`config.mk`:
```
export PLATFORM = sky130hd
export DESIGN_NAME = speech_byte_coder
export DESIGN_NICKNAME = d
export VERILOG_FILES = /design/src/rtl/sbc_pkg.sv /design/src/rtl/sbc_codec.sv /design/src/rtl/sbc_mode_det.sv /design/src/rtl/speech_byte_coder.sv
export SDC_FILE = /design/constraint.sdc
export NUM_CORES = 1
export LEC_CHECK = 0
export BUFFER_PORTS_ARGS = -buffer_cell sky130_fd_sc_hd__buf_2
export CORE_UTILIZATION = 55
export CTS_BUF_LIST = sky130_fd_sc_hd__clkbuf_4 sky130_fd_sc_hd__clkbuf_8
export CTS_CLUSTER_SIZE = 25
export DETAILED_ROUTE_END_ITERATION = 8
export PLACE_DENSITY_LB_ADDON = 0.08
export SLEW_MARGIN = 15
export SYNTH_ARGS = -nofsm -noshare
export SYNTH_HDL_FRONTEND = slang
export SYNTH_SLANG_ARGS = --single-unit
```
`constraint.sdc`:
```
create_clock -name clk -period 14.65 [get_ports clk]
set_clock_uncertainty 0.05 [all_clocks]
set_input_delay 1.465 -clock clk [delete_from_list [all_inputs] [get_ports clk]]
set_output_delay 1.465 -clock clk [all_outputs]
set_load 0.01 [all_outputs]
```
`src/rtl/sbc_pkg.sv`:
```
package sbc_pkg;

    localparam int SMP_W   = 16;
    localparam int CODE_W  = 4;
    localparam int BYTE_W  = 8;
    localparam int IDX_W   = 6;
    localparam int IDX_MAX = 51;
    localparam int ENC_IN_BYTES  = 2 * SMP_W / BYTE_W;
    localparam int DEC_OUT_BYTES = ENC_IN_BYTES;
    localparam int CNT_W   = $clog2(ENC_IN_BYTES);

    typedef enum logic [1:0] {
        ST_FILL  = 2'd0,
        ST_CALC0 = 2'd1,
        ST_CALC1 = 2'd2,
        ST_DRAIN = 2'd3
    } seq_t;

    typedef struct packed {
        logic signed [SMP_W-1:0] pred;
        logic [IDX_W-1:0]        idx;
    } codec_st_t;

    function automatic logic [SMP_W-1:0] step_of(input logic [IDX_W-1:0] idx);
        logic [SMP_W-1:0] base;
        base = SMP_W'(4) + {{(SMP_W-2){1'b0}}, idx[1:0]};
        return base << idx[IDX_W-1:2];
    endfunction

    function automatic logic [CODE_W-1:0] enc_code(input codec_st_t s,
                                                   input logic [SMP_W-1:0] smp);
        logic [SMP_W:0] d;
        logic [SMP_W:0] mag;
        logic [SMP_W:0] st;
        logic [CODE_W-1:0] c;
        st   = {1'b0, step_of(s.idx)};
        d    = {smp[SMP_W-1], smp} - {s.pred[SMP_W-1], s.pred};
        c[3] = d[SMP_W];
        mag  = d[SMP_W] ? ((SMP_W+1)'(0) - d) : d;
        c[2] = (mag >= st);
        if (c[2]) mag = mag - st;
        c[1] = (mag >= (st >> 1));
        if (c[1]) mag = mag - (st >> 1);
        c[0] = (mag >= (st >> 2));
        return c;
    endfunction

    function automatic codec_st_t recon(input codec_st_t s, input logic [CODE_W-1:0] c);
        logic [SMP_W-1:0]   st;
        logic signed [17:0] vp;
        logic signed [17:0] p;
        logic [IDX_W:0]     ni;
        codec_st_t          r;
        st = step_of(s.idx);
        vp = $signed({2'b00, st >> 3});
        if (c[2]) vp = vp + $signed({2'b00, st});
        if (c[1]) vp = vp + $signed({2'b00, st >> 1});
        if (c[0]) vp = vp + $signed({2'b00, st >> 2});
        p = $signed({{2{s.pred[SMP_W-1]}}, s.pred});
        p = c[3] ? (p - vp) : (p + vp);
        if (p > 18'sd32767)       r.pred = 16'sh7fff;
        else if (p < -18'sd32768) r.pred = 16'sh8000;
        else                      r.pred = p[SMP_W-1:0];
        if (c[2]) begin
            ni = {1'b0, s.idx} + {{(IDX_W-2){1'b0}}, c[1:0], 1'b0} + (IDX_W+1)'(2);
            if (ni > (IDX_W+1)'(IDX_MAX)) ni = (IDX_W+1)'(IDX_MAX);
        end else begin
            ni = (s.idx == '0) ? '0 : ({1'b0, s.idx} - (IDX_W+1)'(1));
        end
        r.idx = ni[IDX_W-1:0];
        return r;
    endfunction

endpackage

```
`src/rtl/sbc_codec.sv`:
```
module sbc_codec
    import sbc_pkg::*;
(
    input  logic                 clk,
    input  logic                 rst,
    input  logic                 clear,
    input  logic                 go,
    input  logic                 dec,
    input  logic [SMP_W-1:0]     smp_in,
    input  logic [CODE_W-1:0]    code_in,
    output logic [CODE_W-1:0]    code_out,
    output logic [SMP_W-1:0]     smp_out,
    output codec_st_t            state_o
);
    codec_st_t st_q, st_n;
    logic [CODE_W-1:0] c;

    always_comb begin
        c        = dec ? code_in : enc_code(st_q, smp_in);
        st_n     = recon(st_q, c);
        code_out = c;
        smp_out  = st_n.pred;
    end

    always_ff @(posedge clk) begin
        if (rst || clear) st_q <= '0;
        else if (go)      st_q <= st_n;
    end

    assign state_o = st_q;
endmodule

```
`src/rtl/sbc_mode_det.sv`:
```
module sbc_mode_det (
    input  logic clk,
    input  logic sel,
    output logic mode_q,
    output logic chg
);
    always_ff @(posedge clk) mode_q <= sel;
    assign chg = (sel != mode_q);
endmodule

```
`src/rtl/speech_byte_coder.sv`:
```
module speech_byte_coder
    import sbc_pkg::*;
(
    input  logic              clk,
    input  logic              rst,
    input  logic              sel_decode,
    input  logic              wr_stb,
    input  logic [BYTE_W-1:0] wr_data,
    input  logic              rd_stb,
    output logic [BYTE_W-1:0] rd_data,
    output logic              irq
);
    localparam logic [CNT_W-1:0] ENC_LAST_IN  = CNT_W'(ENC_IN_BYTES - 1);
    localparam logic [CNT_W-1:0] DEC_LAST_OUT = CNT_W'(DEC_OUT_BYTES - 1);

    seq_t              state, nstate;
    logic [CNT_W-1:0]  in_cnt, out_cnt;
    logic [BYTE_W-1:0] in_buf  [ENC_IN_BYTES];
    logic [BYTE_W-1:0] out_buf [DEC_OUT_BYTES];
    logic              mode_q, chg;
    logic              wr_acc, rd_acc, irq_n, go;
    logic [CNT_W-1:0]  last_in, last_out;
    logic [SMP_W-1:0]  c_smp_in, c_smp_out;
    logic [CODE_W-1:0] c_code_in, c_code_out;
    codec_st_t         cstate;

    sbc_mode_det u_mode (.clk(clk), .sel(sel_decode), .mode_q(mode_q), .chg(chg));

    assign go = ((state == ST_CALC0) || (state == ST_CALC1)) && !chg;

    sbc_codec u_codec (
        .clk(clk), .rst(rst), .clear(chg), .go(go), .dec(mode_q),
        .smp_in(c_smp_in), .code_in(c_code_in),
        .code_out(c_code_out), .smp_out(c_smp_out), .state_o(cstate)
    );

    always_comb begin
        last_in   = mode_q ? '0 : ENC_LAST_IN;
        last_out  = mode_q ? DEC_LAST_OUT : '0;
        c_smp_in  = (state == ST_CALC0) ? {in_buf[1], in_buf[0]} : {in_buf[3], in_buf[2]};
        c_code_in = (state == ST_CALC0) ? in_buf[0][3:0] : in_buf[0][7:4];
        wr_acc    = (state == ST_FILL)  && wr_stb && !chg;
        rd_acc    = (state == ST_DRAIN) && rd_stb && !chg;
        nstate    = state;
        if (chg) nstate = ST_FILL;
        else begin
            case (state)
                ST_FILL:  if (wr_acc && in_cnt == last_in)  nstate = ST_CALC0;
                ST_CALC0: nstate = ST_CALC1;
                ST_CALC1: nstate = ST_DRAIN;
                ST_DRAIN: if (rd_acc && out_cnt == last_out) nstate = ST_FILL;
                default:  nstate = ST_FILL;
            endcase
        end
        irq_n   = !(wr_stb || rd_stb) && ((nstate == ST_FILL) || (nstate == ST_DRAIN));
        rd_data = (state == ST_DRAIN) ? out_buf[out_cnt] : '0;
    end

    always_ff @(posedge clk) begin
        if (rst) begin
            state   <= ST_FILL;
            in_cnt  <= '0;
            out_cnt <= '0;
            irq     <= 1'b0;
            for (int i = 0; i < ENC_IN_BYTES; i++)  in_buf[i]  <= '0;
            for (int i = 0; i < DEC_OUT_BYTES; i++) out_buf[i] <= '0;
        end else begin
            state <= nstate;
            irq   <= irq_n;
            if (chg) begin
                in_cnt  <= '0;
                out_cnt <= '0;
            end else begin
                if (wr_acc) begin
                    in_buf[in_cnt] <= wr_data;
                    in_cnt <= (in_cnt == last_in) ? '0 : in_cnt + 1'b1;
                end
                if (rd_acc)
                    out_cnt <= (out_cnt == last_out) ? '0 : out_cnt + 1'b1;
                if (state == ST_CALC0) begin
                    if (mode_q) {out_buf[1], out_buf[0]} <= c_smp_out;
                    else        out_buf[0][3:0]          <= c_code_out;
                end
                if (state == ST_CALC1) begin
                    if (mode_q) {out_buf[3], out_buf[2]} <= c_smp_out;
                    else        out_buf[0][7:4]          <= c_code_out;
                end
            end
        end
    end
endmodule

```
==> results of run 1 <==
==> power by group <==
group / switching [mW] / total, mW / internal, mW
sequential: 0.00594 / 0.283 / 0.277
clock: 0.102 / 0.168 / 0.0656
combinational: 1.20 / 2.09 / 0.889
total: 1.31 / 2.54 / 1.23
==> area by class of cell <==
class / count / area, sq um / share of cell area [%]
Clock buffer: 9 / 124 / 0.874
Clock inverter: 7 / 66.3 / 0.468
Inverter: 106 / 398 / 2.81
Multi-Input combinational cell: 1407 / 10200 / 71.8
Sequential cell: 94 / 2200 / 15.5
Tap cell: 280 / 350 / 2.47
Timing Repair Buffer: 115 / 850 / 5.99
==> sequential cells by signal, summed over array words and instances, names as in the netlist <==
name and cells:
in_buf 32, in_cnt 2, irq 1, out_buf 32, out_cnt 2, state 2, u_codec.state_o 22, u_mode.mode_q 1
==> worst max-delay path, delay by kind of cell, from the launching register on <==
kind / cells / cell delay (ns)
AO/OA/AOI/OAI: 35 / 6.73
buffers and inverters: 5 / 0.72
XOR/XNOR: 2 / 0.52
multiplexers: 4 / 1.23
AND/OR/NAND/NOR: 13 / 2.63
adder cells (fa/ha/maj): 6 / 1.86
flip-flops: 1 / 0.33
==> repair_timing <==
item | CTS | global route
resized for setup | 12 | 91
cloned | 3 | 5
setup endpoints to repair | 45 | 48
pin swaps | 6 | 45
setup buffers | 8 | 38
hold endpoints to repair | 0 | 0
==> metal layers <==
metal	global-route usage (%)	wire length (um)	share of wire [%]
met5	0	13	0.034
met4	10.8	1250	3.3
met3	2.86	2120	5.6
met2	50.6	17600	46
met1	43.8	17300	45
==> kinds of logic (layout without fill, tap and decap cells) <==
logic type                 count (synthesis)  after routing  share of synthesized area, %
and+or+nand+nor                          543            543                          20.7
adders and majority gates                139            139                          14.4
muxes                                     51             57                          5.26
AOI/OAI and AO/OA                        553            553                          28.6
xor gates and xnor gates                 115            115                          8.09
DFF                                       94             94                          17.6
buffers and inverters                    168            237                          5.43
==> placed cells by master (no fill, tap or decap), types with 17 or more instances in the layout <==
cell type,instances
a21oi_2,17
nor2b_1,31
a211oi_1,24
mux2_2,26
edfxtp_1,32
nor2_1,158
buf_2,22
a31oi_1,20
xor2_1,41
o21ai_0,129
ha_1,123
nand3_1,28
xnor2_1,66
nor3_1,50
a21oi_1,142
o21a_1,21
buf_4,88
nand2b_1,26
inv_1,104
dfxtp_1,60
a21o_1,44
nand2_1,143
==> worst min path at each step <==
stage,startpoint,endpoint,slack [ns],depth (start not counted)
global placement,out_buf[26]$_SDFFE_PP0P_,out_buf[26]$_SDFFE_PP0P_,0.42,2
detailed placement,out_buf[26]$_SDFFE_PP0P_,out_buf[26]$_SDFFE_PP0P_,0.42,2
floorplan,out_buf[26]$_SDFFE_PP0P_,out_buf[26]$_SDFFE_PP0P_,0.39,2
global route,out_buf[26]$_SDFFE_PP0P_,out_buf[26]$_SDFFE_PP0P_,0.49,2
finish,out_buf[26]$_SDFFE_PP0P_,out_buf[26]$_SDFFE_PP0P_,0.46,2
CTS,out_buf[26]$_SDFFE_PP0P_,out_buf[26]$_SDFFE_PP0P_,0.45,2
==> metrics by stage <==
stage | instances | setup slack (ns) | hold slack (ns)
finish | 2018 | 0.443 | 0.455
global route | 2018 | -0.246 | 0.488
CTS | 1976 | 0.000837 | 0.446
detailed placement | 1949 | -0.216 | 0.424
global placement | 1949 | 0.174 | 0.420
floorplan | 1663 | 0.0774 | 0.386
==> impl_results.md, run 1 <==
* Via density at 6.30
* Core Util, Final at ~64%
* Crit-path slowest cell: or4b_2
* Initial Util at between 50% and 60%
* Synth cell types at 98
* P_leak at 6.09 nW
* Power per cell area at around 180 mW/mm^2
* Largest net degree at the start of global routing at 35
* Core area at ~0.022 sq mm
* Synth area leader: ha_1
* Clock Pin Slew Worst Setup and Hold Paths at 0.10 ns
* Setup-failing EPs final at 0
* Iter 0 DRT Violations at around 1.1k
* Post-synthesis sequential area ratio at 17.6%
* Kind of critical path: register to register
* Reg-to-reg slack, setup at between 0.4 and 0.5 ns
* Cts hold-fix bufs at 0
* Most frequent CP cell: a21o_1
* Final HPWL DP at 28,800 um
* Cell Area, Synth at 0.0125 sq mm
* Fillers at 1,953
* Max VDD drop at 111 uV
* I/O Buffers at 21
* Die height at 153 um
* Vias after detailed routing at between 10k and 15k
* Slew at the pin closest to its max-slew limit at approximately 1.2 ns
* Worst path required time at ~15 ns
* Worst R2R End: out_buf[29]$_SDFFE_PP0P_
* DRT Wirelength at 38,200 um
* Drt drc at 0
* Startpoint Class: register
* Worst R2R Start: state[1]$_SDFF_PP0_
* CTS buffer count at 9
* Syn Nets at 1,815
* Synth cell count leaders: 162 x nor2_1, 157 x a21oi_1, 146 x nand2_1
* Placed cell area at approximately 0.013 sq mm
* Syn avg cell area at 7.54 sq um
* Post-synth top area share at a little over an eighth
* Max Root-Sink Buffers at 2
* Detailed Routing Iterations Pass 1 at 8
* H-tree Lvls at 3
* Worst Setup SP: state[1]$_SDFF_PP0_
* Overall Power at 2.54 mW
* Layout cell share with drive strength beyond 1 at 16.3%
* Die area at approximately 0.023 sq mm
* Fin crit share at 97.0%
* Ys Warns at 0
* P&R area growth vs syn at 13.1%
* Hold crit path type: register to register
* Vias in the first global route at 11.5k
* Crit Path Max Fanout at 13
* Crit path DAT at 14.43 ns
* Root Driver: clkbuf_8
* Gr ovfl total at 0
* Num ports at 22
* Cell area after layout at around 0.014 sq mm
* Chip width at ~150 um
* First-pass GRT wire length at 59,500 um
* Max Slew Vio Count at 0
* Worst slew margin at around a fifth
* Path depth of the worst reg2reg path at 65
* Top-count cell post-synth: nor2_1
* Setup TNS at 0 ns
* Gr usage total at 31.3%
* Antenna Violating Nets Remaining at 0
* Post-synth EDFFs at 32
* Std cell rows at 54
* Routed len/inst at 18.9 um
* MaxCap Viol Count at 0
* Synth Instances at about 1.7k
* Count of state elements after synthesis at 94
* Primary FF master, synth: dfxtp_1
* Status: complete, no violations
* Worst-Skew Late Latency at roughly 0.36 ns
* Area contributors post-synth: ha_1 13%, dfxtp_1 9.9%, edfxtp_1 7.7%
* Initial antenna violation count at 1
* Diodes inserted at 0
* Gpl congestion at 0.946
* Synth async-reset ratio at 0%
* Fin crit period at 14.21 ns
* Final net count at 1,885
* Critical path capture point: out_buf[29]$_SDFFE_PP0P_
* Maximum clock rate at between 70 and 80 MHz
* CTS tree: yes
* Crit end category: register
* Fin. Hold Viols at 0
* CP peak stage delay at between 0.6 and 0.7 ns
* # clock sinks at 94
No activity file was read; power rests on OpenSTA's default activity.
==> run 2, diff against run 1 <==
CORE_ASPECT_RATIO = 0.9   (was default)
==> run 2 against run 1 <==
Effect of this change: largest cell class unchanged; design area fell by 1.4%; sequential cell count did not move; maximum frequency fell by 0.68%; total power fell by 1.4%; register-to-register slack got worse by 0.098 ns.
==> impl_results.md, run 2 (synthesis results as in run 1) <==
* Crit path DAT at 14.53 ns (+0.10 ns)
* Most frequent CP cell: a21o_1
* Detailed Routing Iterations Pass 1 at 5 (-3)
* Worst slew margin at 22.4% (+1.9 points)
* Clock Pin Slew Worst Setup and Hold Paths at 0.10 ns (about the same)
* Fin crit share at 97.6% (+0.67 points)
* Iter 0 DRT Violations at 1,347 (+20%)
* Initial Util at 55.8% (-0.89 points)
* Die area at 0.0234 sq mm (about the same)
* Power per cell area at 179 mW/mm^2 (about the same)
* Worst-Skew Late Latency at 0.37 ns (about the same)
* Max Root-Sink Buffers at 2 (unchanged)
* H-tree Lvls at 3 (unchanged)
* Fillers at 2,071 (+6.0%)
* Drt drc at 0 (unchanged)
* Num ports at 22 (unchanged)
* Gpl congestion at 0.958 (+1.2%)
* Diodes inserted at 0 (unchanged)
* Startpoint Class: register
* Gr usage total at 31.3% (-0.064 points)
* Vias after detailed routing at 12.5k (-1.5%)
* First-pass GRT wire length at 59,100 um (-0.72%)
* Final HPWL DP at 29,200 um (+1.3%)
* Sw Ratio at 51.8% (+0.22 points)
* # clock sinks at 94 (unchanged)
* Crit Path Max Fanout at 17 (+4)
* Crit end category: register
* Hold crit path type: register to register
* Root Driver: clkbuf_8
* Largest net degree at the start of global routing at 35 (unchanged)
* I/O Buffers at 21 (unchanged)
* Maximum clock rate at 69.9 MHz (-0.68%)
* Max Slew Vio Count at 0 (unchanged)
* Comb power frac at 81.8% (-0.5 points)
* Setup WS post-layout at 0.345 ns (-0.0979 ns)
* Worst path required time at 14.87 ns (about the same)
* P_int at 1.21 mW (-1.9%)
* Setup TNS at 0 ns (unchanged)
* CP peak stage delay at 0.63 ns (about the same)
* Sequential power share at 11.3% (+0.2 points)
* Clk pwr share at 7.0% (+0.4 points)
* CTS tree: yes
* Kind of critical path: register to register
* P_leak at 5.96 nW (-2.1%)
* Via density at 6.23 (-1.2%)
* MaxCap Viol Count at 0 (unchanged)
* Antenna Violating Nets Remaining at 0 (unchanged)
* Setup-failing EPs final at 0 (unchanged)
* Std cell rows at 52 (-3.7%)
* CTS buffer count at 9 (unchanged)
* P&R area growth vs syn at 11.6%
* Core area at 0.0224 sq mm (+1.6%)
* Die height at 145 um (-5.1%)
* Layout cell share with drive strength beyond 1 at 15.1% (-1.3 points)
* Cell area after layout at 0.0140 sq mm (-1.4%)
* Most frequent cells in the layout: 158 x nor2_1, 146 x nand2_1, 145 x a21oi_1
* Fin. Hold Viols at 0 (unchanged)
* Commonest non-fill, non-tap cell in the layout: nor2_1
* Initial antenna violation count at 0 (-1)
* Fin crit period at 14.31 ns (+0.0979 ns)
* P_sw at 1.30 mW (-1.0%)
* Max VDD drop at 141 uV (+27%)
* Hold slack at 0.464 ns (+0.00844 ns)
* Gr ovfl total at 0 (unchanged)
* Dpl ws at -0.323 ns (-0.106 ns)
* Crit-path slowest cell: or4b_2
* Status: complete, no violations
* Chip width at 161 um (+5.3%)
* Final net count at 1,861 (-1.3%)
* DRT Wirelength at 38,000 um (-0.68%)
* Vias in the first global route at 11.1k (-3.1%)
* Slew at the pin closest to its max-slew limit at 1.15 ns (-0.0299 ns)
* Routed len/inst at 18.9 um (-0.34%)
* Placed cell area at 0.0131 sq mm (+0.11%)
## run 2: changes by cell type in the layout (fill, tap and decap cells not counted), moves of 3 or more
cell	delta
buf_4	-17
a21oi_2	-4
ha_4	+4
a21oi_1	+3
ha_1	-3
nand2_1	+3
xnor2_1	+3
xnor2_2	-3
## run 2: cell type report
| type | count | area (sq um) | share of cell area, % |
|---|---|---|---|
| flip-flops and latches | 94 | 2210 | 15.8 |
| repair buffers | 96 | 701 | 5.01 |
| clock inverters | 6 | 60.1 | 0.429 |
| well taps | 297 | 372 | 2.66 |
| clock buffers | 10 | 138 | 0.984 |
| multi-input cells | 1402 | 10100 | 72.3 |
| inverters | 106 | 398 | 2.85 |
## run 2: repair_timing
item                       CTS  global route
hold buffers                 0             0
cloned                       0             1
setup endpoints to repair   45            48
resized for setup           18            76
setup buffers                7            22
pin swaps                    5            33
## run 2: critical path: cells and delay by family, from the launching register on
kind                     cells  cell delay [ns]
AO/OA/AOI/OAI               35             6.95
AND/OR/NAND/NOR             16             3.20
flip-flops                   1             0.37
XOR/XNOR                     2             0.45
multiplexers                 3             0.95
buffers and inverters        3             0.39
adder cells (fa/ha/maj)      6             1.82
## run 2: power by group through the flow
stage	registers (mW)	clock network (mW)	logic, mW
floorplan	0.286	0	1.38
detailed placement	0.289	0	1.82
global placement	0.288	0	1.81
finish	0.283	0.175	2.05
CTS	0.283	0.176	1.87
global route	0.284	0.187	2.24
## run 2: worst paths after layout
| kind | start | to | slack, ns | cells past startpoint |
|---|---|---|---|---|
| setup / recovery | state[1]$_SDFF_PP0_ | out_buf[29]$_SDFFE_PP0P_ | 0.34 | 65 |
| hold / removal | out_buf[27]$_SDFFE_PP0P_ | out_buf[27]$_SDFFE_PP0P_ | 0.46 | 2 |
| setup reg to reg | state[1]$_SDFF_PP0_ | out_buf[29]$_SDFFE_PP0P_ | 0.34 | 65 |
| hold reg to reg | out_buf[27]$_SDFFE_PP0P_ | out_buf[27]$_SDFFE_PP0P_ | 0.46 | 2 |
## run 2: routing by layer
layer	vias to the layer above	part of all wire, %	global-route usage, %
li1	6150	-	-
met1	5839	47	46.7
met2	477	44	47.6
met3	55	6.6	2.77
met4	0	2.6	8.68
met5	-	0	0
## run 2: metrics by stage
step / power (mW) / instances / utilization (%)
after floorplan: 1.67 / 1663 / -
after global placement: 2.10 / 1965 / 58.4
after detailed placement: 2.11 / 1965 / 58.4
after CTS: 2.33 / 1988 / 59.9
after global routing: 2.71 / 2011 / 62.3
final: 2.51 / 2011 / 62.3
